[src/rtl/banked_gran_mem_pkg.sv]
package banked_gran_mem_pkg;
  // Per-cycle command from control to datapath
  typedef struct packed {
    logic capture;  // load the lane register with the gathered bytes
    logic store;    // commit enabled lanes into their banks
  } memStrobes_t;
endpackage

[src/rtl/banked_gran_mem_ctrl.sv]
module banked_gran_mem_ctrl
  import banked_gran_mem_pkg::*;
#(
  parameter int W = 8,
  parameter int N = 256
) (
  input  logic                          clk,
  input  logic                          rst,
  input  logic                          reqValid,
  input  logic [$clog2(N)-1:0]          reqAddr,
  input  logic [$clog2(W):0]            reqGran,
  input  logic                          reqWrite,
  output memStrobes_t                   strobes,
  output logic [W-1:0][$clog2(N/W)-1:0] bankRow,
  output logic [W-1:0][$clog2(W)-1:0]   bankLane,
  output logic [W-1:0][$clog2(W)-1:0]   laneBank,
  output logic                          errFlag
);
  localparam int AW = $clog2(N);
  localparam int LW = $clog2(W);
  localparam int GW = LW + 1;
  localparam int RW = $clog2(N / W);
  localparam int SW = (GW > 1) ? $clog2(GW) : 1;

  logic          granOk;
  logic [SW-1:0] gShift;

  // Exactly one bit set, at a position no higher than log2(W)
  always_comb begin
    granOk = (reqGran != '0) && ((reqGran & (reqGran - GW'(1))) == '0)
             && (reqGran <= GW'(W));
    gShift = '0;
    for (int i = 0; i < GW; i++) begin
      if (reqGran[i]) gShift = SW'(i);
    end
  end

  assign strobes.capture = reqValid && granOk;
  assign strobes.store   = reqValid && granOk && reqWrite;

  // Lane k always lands in bank (A + k) mod W; the group offset adds whole lines only
  for (genvar b = 0; b < W; b++) begin : g_bank
    logic [LW-1:0] lane;
    logic [LW-1:0] grp;
    assign lane        = LW'(b) - reqAddr[LW-1:0];
    assign grp         = lane >> gShift;
    assign bankLane[b] = lane;
    assign bankRow[b]  = RW'((AW'(reqAddr) + AW'(lane) + (AW'(grp) << LW)) >> LW);
  end

  for (genvar k = 0; k < W; k++) begin : g_lane
    assign laneBank[k] = reqAddr[LW-1:0] + LW'(k);
  end

  always_ff @(posedge clk) begin
    if (rst) errFlag <= 1'b0;
    else     errFlag <= reqValid && !granOk;
  end
endmodule

[src/rtl/banked_gran_mem_dp.sv]
module banked_gran_mem_dp
  import banked_gran_mem_pkg::*;
#(
  parameter int W = 8,
  parameter int N = 256
) (
  input  logic                          clk,
  input  logic                          rst,
  input  memStrobes_t                   strobes,
  input  logic [W-1:0][$clog2(N/W)-1:0] bankRow,
  input  logic [W-1:0][$clog2(W)-1:0]   bankLane,
  input  logic [W-1:0][$clog2(W)-1:0]   laneBank,
  input  logic [W-1:0][7:0]             wrData,
  input  logic [W-1:0]                  wrBe,
  output logic [W-1:0][7:0]             rdData
);
  localparam int DEPTH = N / W;

  logic [W-1:0][7:0] bankOut;
  logic [W-1:0][7:0] laneData;

  for (genvar b = 0; b < W; b++) begin : g_bank
    logic [7:0] cells [DEPTH];
    assign bankOut[b] = cells[bankRow[b]];
    always_ff @(posedge clk) begin
      if (strobes.store && wrBe[bankLane[b]]) cells[bankRow[b]] <= wrData[bankLane[b]];
    end
  end

  // Crossbar from physical bank order back to lane order
  for (genvar k = 0; k < W; k++) begin : g_lane
    assign laneData[k] = bankOut[laneBank[k]];
  end

  // Old contents are captured on the same edge that writes, so a write returns prior data
  always_ff @(posedge clk) begin
    if (rst)                  rdData <= '0;
    else if (strobes.capture) rdData <= laneData;
  end
endmodule

[src/rtl/banked_gran_mem.sv]
module banked_gran_mem
  import banked_gran_mem_pkg::*;
#(
  parameter int W = 8,
  parameter int N = 256
) (
  input  logic                   clk,
  input  logic                   rst,
  input  logic                   reqValid,
  input  logic [$clog2(N)-1:0]   reqAddr,
  input  logic [$clog2(W):0]     reqGran,
  input  logic                   reqWrite,
  input  logic [8*W-1:0]         wrData,
  input  logic [W-1:0]           wrBe,
  output logic [8*W-1:0]         rdData,
  output logic                   errFlag
);
  memStrobes_t                   strobes;
  logic [W-1:0][$clog2(N/W)-1:0] bankRow;
  logic [W-1:0][$clog2(W)-1:0]   bankLane;
  logic [W-1:0][$clog2(W)-1:0]   laneBank;
  logic [W-1:0][7:0]             rdLanes;

  banked_gran_mem_ctrl #(.W(W), .N(N)) u_ctrl (
    .clk(clk), .rst(rst), .reqValid(reqValid), .reqAddr(reqAddr),
    .reqGran(reqGran), .reqWrite(reqWrite), .strobes(strobes),
    .bankRow(bankRow), .bankLane(bankLane), .laneBank(laneBank),
    .errFlag(errFlag)
  );

  banked_gran_mem_dp #(.W(W), .N(N)) u_dp (
    .clk(clk), .rst(rst), .strobes(strobes), .bankRow(bankRow),
    .bankLane(bankLane), .laneBank(laneBank), .wrData(wrData),
    .wrBe(wrBe), .rdData(rdLanes)
  );

  assign rdData = rdLanes;
endmodule

[config.mk]
export PLATFORM = sky130hd
export DESIGN_NAME = banked_gran_mem
export DESIGN_NICKNAME = d
export VERILOG_FILES = /design/src/rtl/banked_gran_mem_pkg.sv /design/src/rtl/banked_gran_mem_ctrl.sv /design/src/rtl/banked_gran_mem_dp.sv /design/src/rtl/banked_gran_mem.sv
export SDC_FILE = /design/constraint.sdc
export NUM_CORES = 2
export LEC_CHECK = 0
export BUFFER_PORTS_ARGS = -buffer_cell sky130_fd_sc_hd__buf_2
export CELL_PAD_IN_SITES_DETAIL_PLACEMENT = 0
export CELL_PAD_IN_SITES_GLOBAL_PLACEMENT = 1
export CORE_UTILIZATION = 54
export CTS_BUF_LIST = sky130_fd_sc_hd__clkbuf_16
export CTS_CLUSTER_SIZE = 20
export DETAILED_ROUTE_END_ITERATION = 7
export PLACE_DENSITY_LB_ADDON = 0.1
export SLEW_MARGIN = 5
export SYNTH_ARGS = -nofsm -noshare
export SYNTH_HDL_FRONTEND = slang
export SYNTH_HIERARCHICAL = 1
export SYNTH_SLANG_ARGS = --single-unit
[constraint.sdc]
create_clock -name clk -period 7.9 [get_ports clk]
set_input_delay 1.185 -clock clk [delete_from_list [all_inputs] [get_ports clk]]
set_output_delay 1.185 -clock clk [all_outputs]
set_load 0.01 [all_outputs]
==> run_results.csv <==
group,metric,value,unit
synthesis,synth-compound-area-share,0.06703,
sta,fin_crit,6.755,ns
floorplanning,start_util,0.5439,
power,ir_drop,0.2543,mV
synthesis,netlist.area_leader.share,0.6672,
synthesis,synth_area,92180,sq um
sta,worstMarginPinSlew,1.330,ns
global_routing,antenna_found_initial,19,
global_routing,grt_max_degree,113,
synthesis,seq_area_frac_synth,0.6813,
floorplanning,die_h,415.2,microns
detailed_routing,wirelength,260.3,mm
synthesis,synth_fp_nets,5930,
synthesis,ys_async_sr_fraction,0,
clock_tree,clk-insertion-delay-late,0.87,ns
synthesis,synthSimpleGateAreaFrac,0.05903,
sta,fin_ws,1.145,ns
clock_tree,ctsLongestPathBuffers,3,
finish,fin_nets,5971,
placement,place_hpwl,173.4,mm
critical_path,ff2ff_setup_slack,4.48,ns
floorplanning,die_w,415.2,microns
synthesis,synth_top_family_by_area,"multiplexers",
flow_run,maxCapViolCount,0,
placement,portBuffers,152,
detailed_routing,wl_per_cell,31.55,microns
critical_path,crit_arrival,7.50,ns
sta,rsz0062_at_grt,"no",
critical_path,crit_fanout,24,
critical_path,crit_chain,"buf_2 -> inv_1 -> ha_1 -> buf_4 -> nand2_1 -> o21ai_0 -> nor2_1 -> ha_1 -> a21oi_1 -> nor2b_1 -> o21ai_0 -> buf_4 -> xnor2_2 -> nand4bb_1 -> o22ai_1 -> nor4_1 -> nand2_1 -> a22oi_1 -> nand4_1 -> a22o_1",
synthesis,ys_ff_latch,2113,
critical_path,setup.worst_path.start_class,"input pin",
detailed_routing,drt_first_iter_violations,6686,
synthesis,synth_top_cells_by_count,"edfxtp_1, mux2i_1, o22ai_1",
critical_path,required,8.65,ns
clock_tree,htreeDepth,4,
power,switching_power,8253,uW
status,status,"finished clean",
detailed_routing,vias_per_cell,6.619,
sta,finClkSkew,0.02968,ns
floorplanning,rows,151,
sta,period_share,0.8551,
global_routing,gr-total-overflow,0,
power,p_comb_frac,0.197,
power,seqPwrFrac,0.455,
global_routing,grt_first_pass_wirelength,371.4,mm
finish,fin_util,0.5980,
finish,stdcell_count,8251,
detailed_routing,vias,54610,
placement,pre_cts_slack,0.4638,ns
power,leakagePower,0.03497,uW
critical_path,crit_buf_inv,4,
global_routing,grt_pass1_vias,52330,
clock_tree,ctsRootBufferMaster,"clkbuf_16",
synthesis,synth_top_area_cell,"edfxtp_1",
floorplanning,coreArea,169500,sq um
sta,slew-limit-headroom,0.1117,
finish,nFillCells,12740,
sta,setup_viol,0,
synthesis,synth.area.top_cells,"edfxtp_1, mux2i_1, mux4_2",
clock_tree,cts.sink_count,2113,
clock_tree,post_cts_buffers,0,
critical_path,slowest_delay,0.71,ns
detailed_routing,ant_nets,0,
finish,drive_above_1_share,0.1358,
synthesis,synth-adder-area-share,0.005456,
clock_tree,cts_buffers,210,
synthesis,synth-edff-count,2048,
synthesis,muxShareOfSynthArea,0.1584,
floorplanning,io_pins,153,
synthesis,ys_warn_count,6,
sta,hold-worst-slack,0.4930,ns
critical_path,cp_top_family,"simple AND/OR/NAND/NOR gates",
synthesis,synth_xor_area_frac,0.003217,
power,power_density,277.6,nW/um^2
clock_tree,cts_hold_buf,0,
placement,dpl.cell_count,7850,
synthesis,yosys_most_used_dff,"edfxtp_1",
clock_tree,cts_resized,0,
critical_path,worstSetupPathType,"in2reg",
sta,fmax,148.0,MHz
detailed_routing,drc_errors,0,
synthesis,synth.most_common_cell,"edfxtp_1",
worst_hold_path,min_path_type,"reg2reg",
detailed_routing,first_pass_iters,6,
critical_path,crit_slowest_cell,"xnor2_2",
finish,synthToLayoutAreaGrowth,9.934,%
power,swShare,0.2934,
placement,gp_congestion,0.9235,
synthesis,synth_cell_types,74,
floorplanning,die_area,172400,sq um
sta,drv_slew,0,
global_routing,track_usage,0.2972,
critical_path,end_kind,"register",
power,clkPwrFrac,0.349,
synthesis,syn_avg_cell_area,15.89,sq um
synthesis,synth_cells,5803,
sta,hold_viol,0,
sta,setup_tns,0,ns
power,p_int,19880,uW
clock_tree,cts_tree,"built",
clock_tree,path_clk_slew,0.07,ns
state kept, by name, summed over array words and instances (netlist names):
register / cells
u_ctrl/errFlag: 1
u_dp/g_bank.cells: 2048
u_dp/rdData: 64
cells by family after synthesis:
| logic type | count (synthesis) |
|---|---|
| flops | 2113 |
| mux | 1261 |
| simple gates | 1029 |
| compound gates | 882 |
| buf+inv | 446 |
| fa+ha+maj | 39 |
| xor+xnor | 33 |
placed cells by master, fill, tap and decap left out, drive strengths merged, types with 33 or more instances in the layout:
cell type and instances:
nand2 184, a22oi 49, buf 242, nand2b 48
nor4 128, a22o 77, a221oi 71, mux4 150
inv 89, mux2 80, mux2i 1031, a311oi 46
clkbuf 212, or4b 33, edfxtp 2048, ha 37
dfxtp 65, nor2 401, nand4bb 45, a21oi 35
clkinv 98, o22ai 516
per-layer routing:
metal  share of wire  vias to the layer above  global-route usage
met5         0.00031                        -                   0
met4           0.034                       12              0.1016
met3           0.086                      470             0.06137
met2            0.46                     2599              0.4586
met1            0.42                    27940              0.4220
li1                -                    23590                   -
power by group through the flow:
stage	Sequential [uW]	Clock [uW]	Combinational, uW
final	12800	9800	5530
after global routing	12800	10400	5640
after CTS	12800	9960	5370
after detailed placement	13000	0	5360
after global placement	13000	0	5330
after floorplan	13000	0	3300
final timing paths:
kind                               startpoint               to  depth (start not counted)
hold / removal                 u_dp/rdData[2]   u_dp/rdData[2]                          2
hold reg to reg                u_dp/rdData[2]   u_dp/rdData[2]                          2
setup reg to reg  u_dp/g_bank[1].cells[21][7]  u_dp/rdData[15]                          7
setup / recovery                   reqAddr[2]  u_dp/rdData[39]                         20
per-stage QoR:
step | total power [uW] | area, sq um
finish | 28130 | 101300
global route | 28800 | 101300
CTS | 28120 | 101300
detailed placement | 18400 | 94500
global placement | 18360 | 94500
floorplan | 16290 | 92180
tightest hold or removal path: stages, from the launching register on:
cell and delay [ns]:
dfxtp_1 0.31, nor2_1 0.08, a211oi_1 0.05
area by class of cell:
cell class	count	area (sq um)	area share
multi-input cells	3244	27170	0.2681
repair buffers	242	1618	0.01596
clock buffers	212	5305	0.05235
well taps	2218	2775	0.02739
diodes	8	20.02	0.0001975
flip-flops and latches	2113	62800	0.6197
inverters	33	133.9	0.001321
clock inverters	181	1516	0.01496
(Power assumes the default switching activity.)
